### src/rtl/pwm_cmp_update_ctrl.sv
module pwm_cmp_update_ctrl #(
  parameter int CW = 12,
  parameter int MW = 4,
  parameter int OW = 8,
  parameter int AW = 3
) (
  input  logic          clk,
  input  logic          rst_n,
  input  logic          wr_en,
  input  logic [AW-1:0] wr_addr,
  input  logic [CW-1:0] wr_data,
  input  logic          cfg_wr_en,
  input  logic [7:0]    cfg_wr_data,
  input  logic          cycle_end,
  output logic [CW-1:0] act_ra,
  output logic [CW-1:0] act_sa,
  output logic [CW-1:0] act_rb,
  output logic [CW-1:0] act_sb,
  output logic [MW-1:0] act_matrix,
  output logic [OW-1:0] act_outcfg,
  output logic [7:0]    cfg_rd,
  output logic          pol_high,
  output logic          clk_fast,
  output logic [1:0]    ramp_mode,
  output logic          mode_invalid
);

  localparam logic [AW-1:0] A_RA = AW'(0);
  localparam logic [AW-1:0] A_SA = AW'(1);
  localparam logic [AW-1:0] A_RB = AW'(2);
  localparam logic [AW-1:0] A_SB = AW'(3);
  localparam logic [AW-1:0] A_MX = AW'(4);
  localparam logic [AW-1:0] A_OC = AW'(5);

  logic [7:1]    cfg_q;
  logic [CW-1:0] buf_ra, buf_sa, buf_rb, buf_sb;
  logic [MW-1:0] buf_mx;
  logic [OW-1:0] buf_oc;
  logic          rb_last_q;

  wire fifty = cfg_q[7];
  wire alock = cfg_q[6];
  wire lock  = cfg_q[5];

  assign cfg_rd       = {cfg_q, 1'b0};
  assign ramp_mode    = cfg_q[4:3];
  assign pol_high     = cfg_q[2];
  assign clk_fast     = cfg_q[1];
  assign mode_invalid = (cfg_q[4:3] == 2'b11);

  wire auto_xfer    = alock & cycle_end & rb_last_q;
  wire lock_release = cfg_wr_en & lock & ~alock & ~cfg_wr_data[5] & ~cfg_wr_data[6];
  wire xfer         = auto_xfer | lock_release;
  wire direct       = wr_en & ~lock & ~alock;
  wire cmp_other    = wr_en & (wr_addr == A_RA || wr_addr == A_SA || wr_addr == A_SB);

  always_ff @(posedge clk or negedge rst_n) begin
    if (!rst_n) cfg_q <= '0;
    else if (cfg_wr_en) cfg_q <= cfg_wr_data[7:1];
  end

  always_ff @(posedge clk or negedge rst_n) begin
    if (!rst_n) begin
      buf_ra <= '0; buf_sa <= '0; buf_rb <= '0; buf_sb <= '0;
      buf_mx <= '0; buf_oc <= '0;
    end else if (wr_en) begin
      case (wr_addr)
        A_RA:    buf_ra <= wr_data;
        A_SA:    buf_sa <= wr_data;
        A_RB:    buf_rb <= wr_data;
        A_SB:    buf_sb <= wr_data;
        A_MX:    buf_mx <= wr_data[MW-1:0];
        A_OC:    buf_oc <= wr_data[OW-1:0];
        default: ;
      endcase
    end
  end

  always_ff @(posedge clk or negedge rst_n) begin
    if (!rst_n) rb_last_q <= 1'b0;
    else if (wr_en && wr_addr == A_RB) rb_last_q <= 1'b1;
    else if (cmp_other || auto_xfer) rb_last_q <= 1'b0;
  end

  always_ff @(posedge clk or negedge rst_n) begin
    if (!rst_n) begin
      act_ra <= '0; act_sa <= '0; act_rb <= '0; act_sb <= '0;
      act_matrix <= '0; act_outcfg <= '0;
    end else if (xfer) begin
      act_ra     <= fifty ? buf_rb : buf_ra;
      act_sa     <= fifty ? buf_sb : buf_sa;
      act_rb     <= buf_rb;
      act_sb     <= buf_sb;
      act_matrix <= buf_mx;
      act_outcfg <= buf_oc;
    end else if (direct) begin
      case (wr_addr)
        A_RA: if (!fifty) act_ra <= wr_data;
        A_SA: if (!fifty) act_sa <= wr_data;
        A_RB: begin
          act_rb <= wr_data;
          if (fifty) begin
            act_ra <= wr_data;
            act_sa <= buf_sb;
          end
        end
        A_SB:    act_sb <= wr_data;
        A_MX:    act_matrix <= wr_data[MW-1:0];
        A_OC:    act_outcfg <= wr_data[OW-1:0];
        default: ;
      endcase
    end
  end

  a_r5_direct_rb: assert property (@(posedge clk) disable iff (!rst_n)
    (direct && wr_addr == A_RB) |=> act_rb == $past(wr_data));

  a_r6_lock_hold: assert property (@(posedge clk) disable iff (!rst_n)
    (lock && !alock && !lock_release) |=>
      ($stable(act_ra) && $stable(act_sa) && $stable(act_rb) && $stable(act_sb)
       && $stable(act_matrix) && $stable(act_outcfg)));

  a_r8_auto_hold: assert property (@(posedge clk) disable iff (!rst_n)
    (alock && !auto_xfer) |=>
      ($stable(act_rb) && $stable(act_sb) && $stable(act_matrix) && $stable(act_outcfg)));

  a_r9_flag_clear: assert property (@(posedge clk) disable iff (!rst_n)
    (auto_xfer && !(wr_en && wr_addr == A_RB)) |=> !rb_last_q);

  a_r11_mirror: assert property (@(posedge clk) disable iff (!rst_n)
    (xfer && fifty) |=> (act_ra == act_rb && act_sa == act_sb));

  a_r4_invalid: assert property (@(posedge clk) disable iff (!rst_n)
    (cfg_wr_en && cfg_wr_data[4:3] == 2'b11) |=> mode_invalid);

endmodule

### config.mk
export PLATFORM = sky130hd
export DESIGN_NAME = pwm_cmp_update_ctrl
export DESIGN_NICKNAME = d
export VERILOG_FILES = /design/src/rtl/pwm_cmp_update_ctrl.sv
export SDC_FILE = /design/constraint.sdc
export NUM_CORES = 1
export LEC_CHECK = 0
export BUFFER_PORTS_ARGS = -buffer_cell sky130_fd_sc_hd__buf_2
export CORE_UTILIZATION = 58
export CTS_BUF_LIST = sky130_fd_sc_hd__clkbuf_4 sky130_fd_sc_hd__clkbuf_8
export CTS_CLUSTER_SIZE = 10
export DETAILED_ROUTE_END_ITERATION = 8
export MAX_ROUTING_LAYER = met4
export PLACE_DENSITY = 0.83
export SKIP_CTS_REPAIR_TIMING = 1
export SLEW_MARGIN = 20
export SYNTH_ARGS = -nofsm -noshare
export SYNTH_HDL_FRONTEND = slang
export SYNTH_SLANG_ARGS = --single-unit
### constraint.sdc
create_clock -name clk -period 2.2 [get_ports clk]
set_clock_uncertainty 0.05 [all_clocks]
set_input_delay 0.33 -clock clk [delete_from_list [all_inputs] [get_ports clk]]
set_output_delay 0.33 -clock clk [all_outputs]
set_load 0.02 [all_outputs]
==> results by stage, run 1 <==
Detailed routing:
- The average detailed-routed wire length per instance is 18.0 microns.
- The detailed-route vias per instance is 5.77.
- The wire length reported by the detailed router is 12,800 microns.
- The remaining design rule violation count is 0.
- The first detailed-routing pass ran for 5 iterations.
- The post-detailed-route count of antenna-violating nets is 0.
- After the first detailed-routing iteration, the DRC count stood at 202.
- The total via count in the routed design is 4,107.

Timing:
- The final-layout worst hold slack is 0.0866 ns.
- The actual slew at the worst max-slew pin is 0.804 ns.
- Of the available clock period, the critical path in the final layout requires 0.920.
- The post-layout worst setup margin is 0.175 ns.
- Setup repair after global routing left no endpoint under its margin.
- Summed over all failing endpoints, the final setup total negative slack is 0 ns.
- The number of max-slew violations in the final report is 0.
- The minimum period implied by the final worst setup slack is 2.02 ns.
- The number of hold-slack violations in the final timing report came to 0.
- The headroom to the max-slew limit is 0.464.
- The setup-violating endpoint count in the final report is 0.
- The achievable clock frequency is 0.494 GHz.

Global route:
- The initial antenna violation count was 0.
- For this run, the total global-route usage over all layers was measured as 0.281.
- For met2 alone, demand over resource in global routing was 0.430.
- Entering global routing, the biggest net connects 52 pins.
- The residual overflow from global routing is 0.
- The number of global-route vias before repair is 4,110.
- The met3 track demand over resource is 0.0616.
- The peak-usage layer in the global routing report is met2.
- For this run, global-route usage on met1 was measured as 0.373.
- The first-pass GRT wire length is 21,200 microns.

Critical path:
- The data arrival time of the worst path is 2.24 ns.
- The cell with the largest stage delay on the worst path is sky130_fd_sc_hd__a211o_1.
- STA classifies the critical path endpoint as a flop.
- Together, buffers and inverters on the worst path number 0.
- The launching element type of the critical path is a flop.
- The critical path goes through or3b_4 > a211o_1 > nand3_1 > o221ai_1.
- The critical path is of the flop to flop type.
- The critical path's top delay family is compound AO/OA/AOI/OAI gates.
- Along the worst path, the maximum fanout reaches 24.
- For this run, the slowest stage of the critical path takes 0.60 ns.
- The data required time of the critical path is 2.41 ns.

Placement:
- The total cell area at the placement stage is 0.00651 sq mm.
- The placement-stage worst setup slack is 0.112 ns.
- The placer congestion estimate is 0.777.
- The cell total after placement is 680.
- Once detailed placement completed, the half-perimeter wirelength came to 8360 microns.
- The total of buffers placed on input and output ports is 98.

Yosys:
- The mean area per synthesized cell is 12.3 sq um.
- The number of instances in the synthesized netlist is 474.
- The synthesized netlist occupies a cell area of 0.00583 sq mm.
- Of all cell types, the one taking the most synthesized area is sky130_fd_sc_hd__dfrtp_1.
- The area share of the largest cell type after synthesis is 0.550.
- Counting distinct cell types in the post-synthesis netlist gives 37.
- The register area share after synthesis is 0.550.
- The synthesized design contains 128 register bits.
- Yosys attributes the largest share of cell area to sky130_fd_sc_hd__dfrtp_1, sky130_fd_sc_hd__mux2_2, sky130_fd_sc_hd__mux2i_1.
- The post-synth net total is 502.
- The Yosys warning count is 0.

CTS:
- The clock passes through at most 2 buffers.
- The TritonCTS clock tree is done.
- The clock tree synthesis step divided the H-tree into 4 levels.
- At the later pin of the worst-skew pair, clock insertion delay measures 0.43 ns.
- The cell sitting at the root of the clock tree is a sky130_fd_sc_hd__clkbuf_8.
- CTS saw 128 sinks.
- Clock-pin slew was measured on the worst setup and hold paths at 0.07 ns.
- The number of clock buffers added by TritonCTS is 17.

Floorplanning:
- The full die area is 0.0105 sq mm.
- Measured along the x axis, the die boundary spans 102 microns.
- The die is 102 microns tall.
- The initial standard-cell utilization of the core is 0.596.
- The I/O pin count is 101.
- The placement row count is 36.
- The area of the core region is 0.00977 sq mm.

Power and ir drop:
- The combinational power share is 0.288.
- Summed over all nets, the switching power comes to 2.68 mW.
- The worst vdd rail ir drop is 656 uV.
- The relative contribution of sequential cells to total power is 0.446.
- The internal power of the cells totals 5.21 mW.
- Of the total power, the share spent switching nets is 0.340.
- The final total power is 7.89 mW.
- The clock share of power is 0.266.
- For this design the static power due to leakage is 3.26 nW.
- The power per cell area is 1140 mW/mm^2.

Layout:
- The top cell types in the final layout, fill and taps aside, are sky130_fd_sc_hd__dfrtp_1, sky130_fd_sc_hd__buf_2, sky130_fd_sc_hd__mux2i_1.
- The finished cells cover 0.00693 sq mm.
- The count of cells in the finished layout, fillers not included, comes to 712.
- Leaving out fill and tap cells, the most frequent cell in the layout is sky130_fd_sc_hd__dfrtp_1.
- The number of antenna diodes in the final layout is 0.
- Relative to the synthesized area, the layout overhead comes to 19.0%.
- The fraction of final layout cells with drive strength greater than 1 is 0.387.
- The final cell utilization of the core is 0.709.
- The final layout contains 595 nets.

Run status:
- The flow ran to the end, and the final reports show no timing, DRC or antenna violations.

Worst hold path:
- The type of the worst min-delay path is input port to flop.

Job:
- The max-capacitance violation count is 0.
-- state kept, by name, indices dropped and copies added (netlist names) --
signal and flops:
buf_sa 12, buf_oc 8, buf_mx 4, act_sb 12, act_sa 12, buf_rb 12
rb_last_q 1, act_ra 12, cfg_q 7, buf_ra 12, act_outcfg 8, buf_sb 12
act_matrix 4, act_rb 12
-- power groups by stage --
| stage | registers, mW | logic, mW | clock network, mW |
|---|---|---|---|
| after floorplan | 4.06 | 0.910 | 0 |
| after global placement | 3.51 | 2.21 | 0 |
| after detailed placement | 3.55 | 2.30 | 0 |
| after CTS | 3.52 | 2.30 | 2.13 |
| after global routing | 3.61 | 2.50 | 2.22 |
| final | 3.52 | 2.27 | 2.10 |
-- metal layers --
layer | share of wire | vias up
li1 | - | 1891
met1 | 0.43 | 2069
met2 | 0.50 | 134
met3 | 0.065 | 13
met4 | 0.011 | 0
met5 | 0 | -
-- cells in the mapped netlist, drive strengths merged --
| library cell | number |
|---|---|
| nor3 | 1 |
| nor4bb | 2 |
| mux2 | 67 |
| o41ai | 1 |
| clkbuf | 26 |
| or3b | 2 |
| nand4b | 2 |
| nor2b | 13 |
| and2 | 2 |
| o21ai | 36 |
| o41a | 1 |
| nor2 | 1 |
| o221ai | 12 |
| buf | 20 |
| nand3b | 1 |
| and4b | 1 |
| nand3 | 14 |
| a21oi | 13 |
| a211o | 1 |
| nor4b | 1 |
| xor2 | 1 |
| mux2i | 72 |
| nand2 | 39 |
| nor3b | 2 |
| or4 | 1 |
| a21o | 1 |
| a211oi | 12 |
| conb | 1 |
| dfrtp | 128 |
-- worst reg2reg max path, stage by stage (launching register included) --
cell	delay, ns
sky130_fd_sc_hd__dfrtp_1	0.43
sky130_fd_sc_hd__or3b_4	0.43
sky130_fd_sc_hd__a211o_1	0.60
sky130_fd_sc_hd__nand3_1	0.24
sky130_fd_sc_hd__o221ai_1	0.12
-- cell type report --
| class | instances | area [sq um] |
|---|---|---|
| Clock buffer | 21 | 277 |
| Clock inverter | 10 | 136 |
| Sequential cell | 128 | 3200 |
| Timing Repair Buffer | 120 | 711 |
| Multi-Input combinational cell | 300 | 2440 |
| Fill cell | 700 | 2840 |
| Tap cell | 133 | 166 |
-- cell families after synthesis --
| logic type | synth area share |
|---|---|
| mux | 0.253 |
| flops | 0.550 |
| simple gates | 0.0758 |
| compound gates | 0.0831 |
| buf+inv | 0.0361 |
| xor+xnor | 0.00150 |
| other cells | 0.000644 |
-- worst paths after layout --
check                                     from       endpoint  slack (ns)  cells past startpoint
worst max register to register        cfg_q[5]      act_sa[7]        0.18                      4
worst min-delay path            cfg_wr_data[2]       cfg_q[2]        0.09                      2
worst max-delay path                  cfg_q[5]      act_sa[7]        0.18                      4
max in group asynchronous                rst_n      buf_sb[7]        1.16                      3
worst min register to register       buf_mx[1]  act_matrix[1]        0.43                      2
min in group asynchronous                rst_n      buf_ra[2]        0.33                      2
Power figures use the tool's default switching activity.
==> inputs of run 2 (changes only) <==
--- a/config.mk
+++ b/config.mk
@@ -6,6 +6,7 @@
 export NUM_CORES = 1
 export LEC_CHECK = 0
 export BUFFER_PORTS_ARGS = -buffer_cell sky130_fd_sc_hd__buf_2
+export CORE_ASPECT_RATIO = 0.9
 export CORE_UTILIZATION = 58
 export CTS_BUF_LIST = sky130_fd_sc_hd__clkbuf_4 sky130_fd_sc_hd__clkbuf_8
 export CTS_CLUSTER_SIZE = 10
==> constraint.sdc (replaced) <==
create_clock -name clk -period 2.32 [get_ports clk]
set_clock_uncertainty 0.05 [all_clocks]
set_input_delay 0.348 -clock clk [delete_from_list [all_inputs] [get_ports clk]]
set_output_delay 0.348 -clock clk [all_outputs]
set_load 0.02 [all_outputs]
==> run 2 against run 1 <==
Compared with the run above:
- power up 0.97%
- via count down 0.24%
- combinational power down 5%
- setup slack better by 0.12 ns
- clock-buffer cell count down 2
- critical path depth up 1
- sequential power down 5%
- clock power up 17%
- maximum frequency about the same
- cell count down 1.1%
- sequential share of layout area down 0.41 points
- routed wire length up 4.1%
- critical path type unchanged
- largest cell class unchanged
- highest routed layer unchanged
==> results by stage, run 2 (synthesis results as in run 1) <==
Run status:
- The run finished with clean final reports.

Timing:
- The minimum period implied by the final worst setup slack is 2.02 ns.
- In the final timing run, aggregate negative setup slack is 0 ns.
- The post-route clock period utilization is 0.873.
- Final hold analysis gives a worst-case slack of 0.0928 ns.
- The number of hold-slack violations in the final timing report is 0.
- The post-layout worst setup margin is 0.295 ns.
- Headroom to the max-slew limit came out at 0.412.
- The number of max-slew violations in the final report is 0.
- The actual slew at the worst max-slew pin is 0.877 ns.
- Setup repair after global routing left no endpoint under its margin.
- The setup-violating endpoint count in the final report is 0.
- The achievable clock frequency is 0.494 GHz.

Floorplanning:
- The I/O pin count is 101.
- In this run the core area contains 34 standard-cell rows.
- The die covers 0.0105 sq mm.
- From left edge to right edge, the die measures 108 microns.
- For this configuration, the core starts out at a cell density of 0.601.
- The vertical die dimension is 97.1 microns.
- The area of the core region is 0.00970 sq mm.

Layout:
- The final cell utilization of the core is 0.721.
- After the last flow step, the layout net total stands at 593.
- The fraction of final layout cells with drive strength greater than 1 is 0.386.
- Leaving out filler cells and counting taps, the final layout contains 704.
- The top cell types in the final layout, fill and taps aside, are sky130_fd_sc_hd__dfrtp_1, sky130_fd_sc_hd__buf_2, sky130_fd_sc_hd__mux2i_1.
- Leaving out fill and tap cells, the most frequent cell in the layout is sky130_fd_sc_hd__dfrtp_1.
- Once layout is done, the placed cells without fillers occupy 0.00699 sq mm.
- Counting the fill cells in the layout gives 703.
- The synthesis-to-layout area growth is 20.0%.
- The antenna cell count is 0.

Global route:
- The number of global-route vias before repair is 4,186.
- After global routing the overflow that remains totals 0.
- The first-pass GRT wire length is 21,700 microns.
- In the global route stage, overall resource usage came out at 0.285.
- The maximum number of pins on one net before global-route repair is 73.
- The initial antenna violation count is 0.

Detailed routing:
- Dividing the detail-routed wire length by the instance count gives 19.0 microns.
- The final layout contains routed wiring with a total length of 13,400 microns.
- The total via count in the routed design is 4,097.
- After the first detailed-routing iteration, the DRC count stood at 194.
- The detailed-route vias per instance is 5.82.
- The remaining design rule violation count is 0.
- The detailed-router iteration count before antenna repair is 5.
- The post-detailed-route count of antenna-violating nets is 0.

Job:
- The max-capacitance violation count is 0.

Worst hold path:
- In this run the most critical hold path is launched from cfg_wr_data[4].
- Along the worst hold path, the cell count comes to 2.
- The endpoint of the worst hold path is cfg_q[4].
- The type of the worst min-delay path is input port to flop.

Critical path:
- For flop-to-flop paths, the worst setup slack is 0.30 ns.
- The worst reg2reg path startpoint is cfg_q[5].
- Data on the critical path is required at its endpoint by 2.62 ns.
- STA classifies the critical path endpoint as a flop.
- The endpoint of the worst register-to-register path is act_ra[3].
- STA puts the critical path data arrival time at 2.32 ns.
- The launching element type of the critical path is a flop.
- The setup path with the least slack is of type flop to flop.
- The highest fanout seen on the critical path is 12.
- The number of cells on the worst reg-to-reg path is 5.

Power and ir drop:
- The worst vdd rail ir drop is 742 uV.
- In this run the static leakage power is 3.29 nW.
- The power per cell area is 1140 mW/mm^2.
- Summing internal, switching and leakage power gives 7.97 mW.

CTS:
- TritonCTS built the clock tree.
- The number of clock buffers inserted by TritonCTS is 17.
- Clock-pin slew was measured on the worst setup and hold paths at 0.08 ns.
- The clock insertion delay at the later pin of the skew report is 0.43 ns.
- The tree is rooted in a sky130_fd_sc_hd__clkbuf_8.
- The clock tree synthesis step divided the H-tree into 4 levels.
- The number of sinks handled by clock tree synthesis is 128.
- No sink is reached through more buffers than the 2 on the longest clock path.

Placement:
- Buffers placed on the I/O ports in this run total 98.
- The final HPWL from detailed placement is 8570 microns.
- Timing analysis after detailed placement gives a worst setup slack of 0.187 ns.
- Once placement finished, the instance area stood at 0.00647 sq mm.
- The cell total after placement is 671.
- The placer congestion estimate is 0.759.
run 2: cell count changes in the layout (fill, tap and decap cells not counted):
cell / previous run / this run
sky130_fd_sc_hd__clkbuf_8: 19 / 18
sky130_fd_sc_hd__clkbuf_4: 2 / 1
sky130_fd_sc_hd__buf_12: 4 / 3
sky130_fd_sc_hd__bufinv_16: 3 / 7
sky130_fd_sc_hd__inv_6: 0 / 1
sky130_fd_sc_hd__clkinvlp_4: 3 / 2
sky130_fd_sc_hd__clkinv_2: 3 / 1
sky130_fd_sc_hd__buf_4: 18 / 17
sky130_fd_sc_hd__clkinv_4: 1 / 2
run 2: report_power, final:
part	switching, mW	internal (mW)	leakage, nW
clock	0.909	1.54	0.250
combinational	1.27	0.890	1.48
sequential	0.440	2.91	1.56
run 2: critical path, cell delays in order (launching register included):
cell and delay [ns]:
sky130_fd_sc_hd__dfrtp_1 0.43, sky130_fd_sc_hd__or3b_4 0.42, sky130_fd_sc_hd__or4_1 0.48, sky130_fd_sc_hd__buf_4 0.23, sky130_fd_sc_hd__mux2i_1 0.15, sky130_fd_sc_hd__a21oi_1 0.19
run 2: routing by layer:
layer	global-route usage	wire length, microns	vias up
met3	0.0523	839	14
li1	-	-	1888
met1	0.371	5740	2068
met5	-	0	-
met4	0.0769	150	0
met2	0.461	6650	127
run 2: final cells by class:
cell class	count	area [sq um]	area share
clock buffer	19	255	0.0365
clock inverter	13	256	0.0367
multi-input combinational	300	2440	0.349
sequential	128	3200	0.458
tap	126	158	0.0225
timing repair buffer	118	683	0.0977
run 2: how the worst max path moves through the flow:
stage,from,endpoint,slack [ns]
after floorplan,cfg_q[6],act_ra[10],0.23
after global placement,wr_en,act_ra[7],0.27
after detailed placement,wr_addr[0],act_sa[3],0.19
after CTS,cfg_q[5],act_ra[3],0.29
after global routing,cfg_q[5],act_sa[6],0.20
final,cfg_q[5],act_ra[3],0.30
==> inputs of run 3 (changes only) <==
--- a/config.mk
+++ b/config.mk
@@ -7,12 +7,12 @@
 export LEC_CHECK = 0
 export BUFFER_PORTS_ARGS = -buffer_cell sky130_fd_sc_hd__buf_2
 export CORE_ASPECT_RATIO = 0.9
-export CORE_UTILIZATION = 58
+export CORE_UTILIZATION = 52
 export CTS_BUF_LIST = sky130_fd_sc_hd__clkbuf_4 sky130_fd_sc_hd__clkbuf_8
 export CTS_CLUSTER_SIZE = 10
 export DETAILED_ROUTE_END_ITERATION = 8
 export MAX_ROUTING_LAYER = met4
-export PLACE_DENSITY = 0.83
+export PLACE_DENSITY = 0.79
 export SKIP_CTS_REPAIR_TIMING = 1
 export SLEW_MARGIN = 20
 export SYNTH_ARGS = -nofsm -noshare
==> constraint.sdc (replaced) <==
create_clock -name clk -period 1.8 [get_ports clk]
set_clock_uncertainty 0.05 [all_clocks]
set_input_delay 0.27 -clock clk [delete_from_list [all_inputs] [get_ports clk]]
set_output_delay 0.27 -clock clk [all_outputs]
set_load 0.02 [all_outputs]
==> run 3 against run 2 <==
Compared with the run above:
- largest cell class unchanged
- the flow now finishes with violations (negative setup slack)
- core utilization shrank 4.8 points
- first-iteration DRC count is 20% higher
- final area increased by 4.5%
- via count increased by 4.1%
==> results by stage, run 3 (synthesis results as in run 1) <==
Layout:
- Once layout is complete, the utilization of the core stands at 0.673.
- The fraction of final layout cells with drive strength greater than 1 is 0.426.
- The antenna cell count is 0.
- Summing all flip-flop and latch instances after layout gives 0.00321 sq mm.
- Summing all non-filler instances in the final layout gives an area of 0.00731 sq mm.
- The area of the multi-input gates is 0.00253 sq mm.
- Leaving out fill and tap cells, the most frequent cell in the layout is sky130_fd_sc_hd__dfrtp_1.
- The top cell types in the final layout, fill and taps aside, are sky130_fd_sc_hd__dfrtp_1, sky130_fd_sc_hd__buf_2, sky130_fd_sc_hd__mux2i_1.
- At the end of the flow, the number of nets in the layout was 605.
- The synthesis-to-layout area growth is 25.4%.
- The layout has 779 filler cells.

Detailed routing:
- For this run, design rule violations remaining after detail routing come to 0.
- After detailed routing, the number of vias per cell comes to 5.76.
- Detailed routing inserted a total of 4,266 vias.
- The first routing iteration left 232 violations.
- Once detail routing completed, the nets flagged for antenna violations numbered 0.
- The average detailed-routed wire length per instance is 19.2 microns.
- For this run, the detailed router's first-pass iteration total came to 4.
- The wire length reported by the detailed router is 14,200 microns.

Critical path:
- The worst reg2reg path startpoint is cfg_q[5].
- STA puts the critical path data required time at 2.07 ns.
- The launching element type of the critical path is a flop.
- Data on the critical path arrives at its endpoint at 2.15 ns.
- The largest individual stage delay along the critical path comes from the cell sky130_fd_sc_hd__or4_4.
- Of all nets on the critical path, the largest fanout is 6.
- The kind of critical path is flop to flop.
- The delay of the slowest cell on the worst path is 0.48 ns.
- Walking the worst path, the cells encountered are or3b_4 > or4_4 > clkbuf_16 > mux2i_1 > a21oi_1.
- The critical path endpoint category is a flop.
- The minimum setup slack among reg-to-reg paths is -0.08 ns.
- In this run the worst setup path begins at cfg_q[5].

Timing:
- Setup violations remaining at the end of the flow were counted as 15.
- For this run, the top clock speed supported by timing is 0.532 GHz.
- The final-layout worst hold slack is 0.0112 ns.
- The number of hold-slack violations in the final timing report came to 0.
- Setup repair after global routing could not meet its margin everywhere.
- The worst path in the final design needs a cycle of 1.88 ns, including I/O delays and setup.
- Of the available clock period, the critical path in the final layout requires 1.04.
- The number of max-slew violations in the final report was 0.
- The post-layout worst setup margin is -0.0780 ns.

Worst hold path:
- The type of the worst min-delay path is input port to flop.
- The source of the worst hold timing path is cfg_wr_data[3].

Placement:
- The final HPWL from detailed placement is 8640 microns.
- The placer congestion estimate is 0.801.
- During placement, the flow inserted port buffers numbering 98.
- The total cell area at the placement stage is 0.00663 sq mm.
- The placement-stage worst setup slack is -0.139 ns.

Global route:
- The total routing usage reported by global routing is 0.259.
- The number of global-route vias before repair is 4,148.
- The initial antenna violation count is 0.
- The first-pass GRT wire length is 21,800 microns.
- Entering global routing, the biggest net connects 73 pins.
- The residual overflow from global routing is 0.

CTS:
- TritonCTS created 17 clock buffers.
- The level count of the clock H-tree is 4.
- The CTS clock-pin slew for the worst setup and hold paths is 0.07 ns.
- TritonCTS built the clock tree.
- The deepest clock path buffer count is 2.
- Counting every sink on the clock net gives 128.
- The clock reaches the later pin of the worst-skew pair after 0.44 ns.
- The root buffer selected by CTS is sky130_fd_sc_hd__clkbuf_8.

Power and ir drop:
- The worst-case IR drop observed on VDD is 719 uV.
- Power spread over the standard cell area amounts to 1380 mW/mm^2.
- The leakage power figure is 3.41 nW.
- The design draws 10.1 mW.

Floorplanning:
- The initial standard-cell utilization of the core is 0.537.
- For this design the top-level I/O count stands at 101.
- The full die area is 0.0116 sq mm.
- After floorplanning, the core was sized to cover 0.0109 sq mm.
- The floorplan has 36 rows.
- The vertical die dimension is 102 microns.
- The die width is 114 microns.

Job:
- The max-capacitance violation count is 0.

Run status:
- The final reports fail on negative setup slack.
- The flow ran to the end, but the final reports show violations.
[run 3: layer usage]
layer / vias up / global-route usage / part of all wire
li1: 1919 / - / -
met1: 2158 / 0.335 / 0.43
met2: 171 / 0.411 / 0.50
met3: 18 / 0.0569 / 0.067
met4: 0 / 0.0789 / 0.0091
met5: - / - / 0
[run 3: report_power, final]
part           total [mW]  internal [mW]  switching, mW
Combinational        2.89           1.20           1.69
Sequential           4.35           3.76          0.589
Clock                2.85           1.68           1.17
[run 3: worst paths after layout]
path | end | cells after the start
worst min-delay path | cfg_q[3] | 2
worst max register to register | act_ra[7] | 5
worst max-delay path | act_ra[7] | 5
max in group asynchronous | act_sa[2] | 3
worst min register to register | rb_last_q | 1
min in group asynchronous | act_ra[6] | 2
[run 3: critical path: cells and delay by family (launching register included)]
kind	cells	cell delay [ns]
flops	1	0.40
compound gates	1	0.09
buf+inv	1	0.19
mux	1	0.15
simple gates	2	0.88
[run 3: through the flow]
| step | instances | setup TNS (ns) |
|---|---|---|
| 2_1_floorplan | 474 | -2.42 |
| 3_3_place_gp | 705 | -1.01 |
| 3_5_place_dp | 705 | -1.49 |
| 4_1_cts | 736 | -1.66 |
| 5_1_grt | 741 | -1.87 |
| 6_report | 741 | -0.705 |
[run 3: final cells by class]
class                           instances  area share
Clock inverter                         13      0.0288
Tap cell                              152      0.0260
Clock buffer                           18      0.0339
Multi-Input combinational cell        300       0.347
Sequential cell                       128       0.439
Timing Repair Buffer                  130       0.126
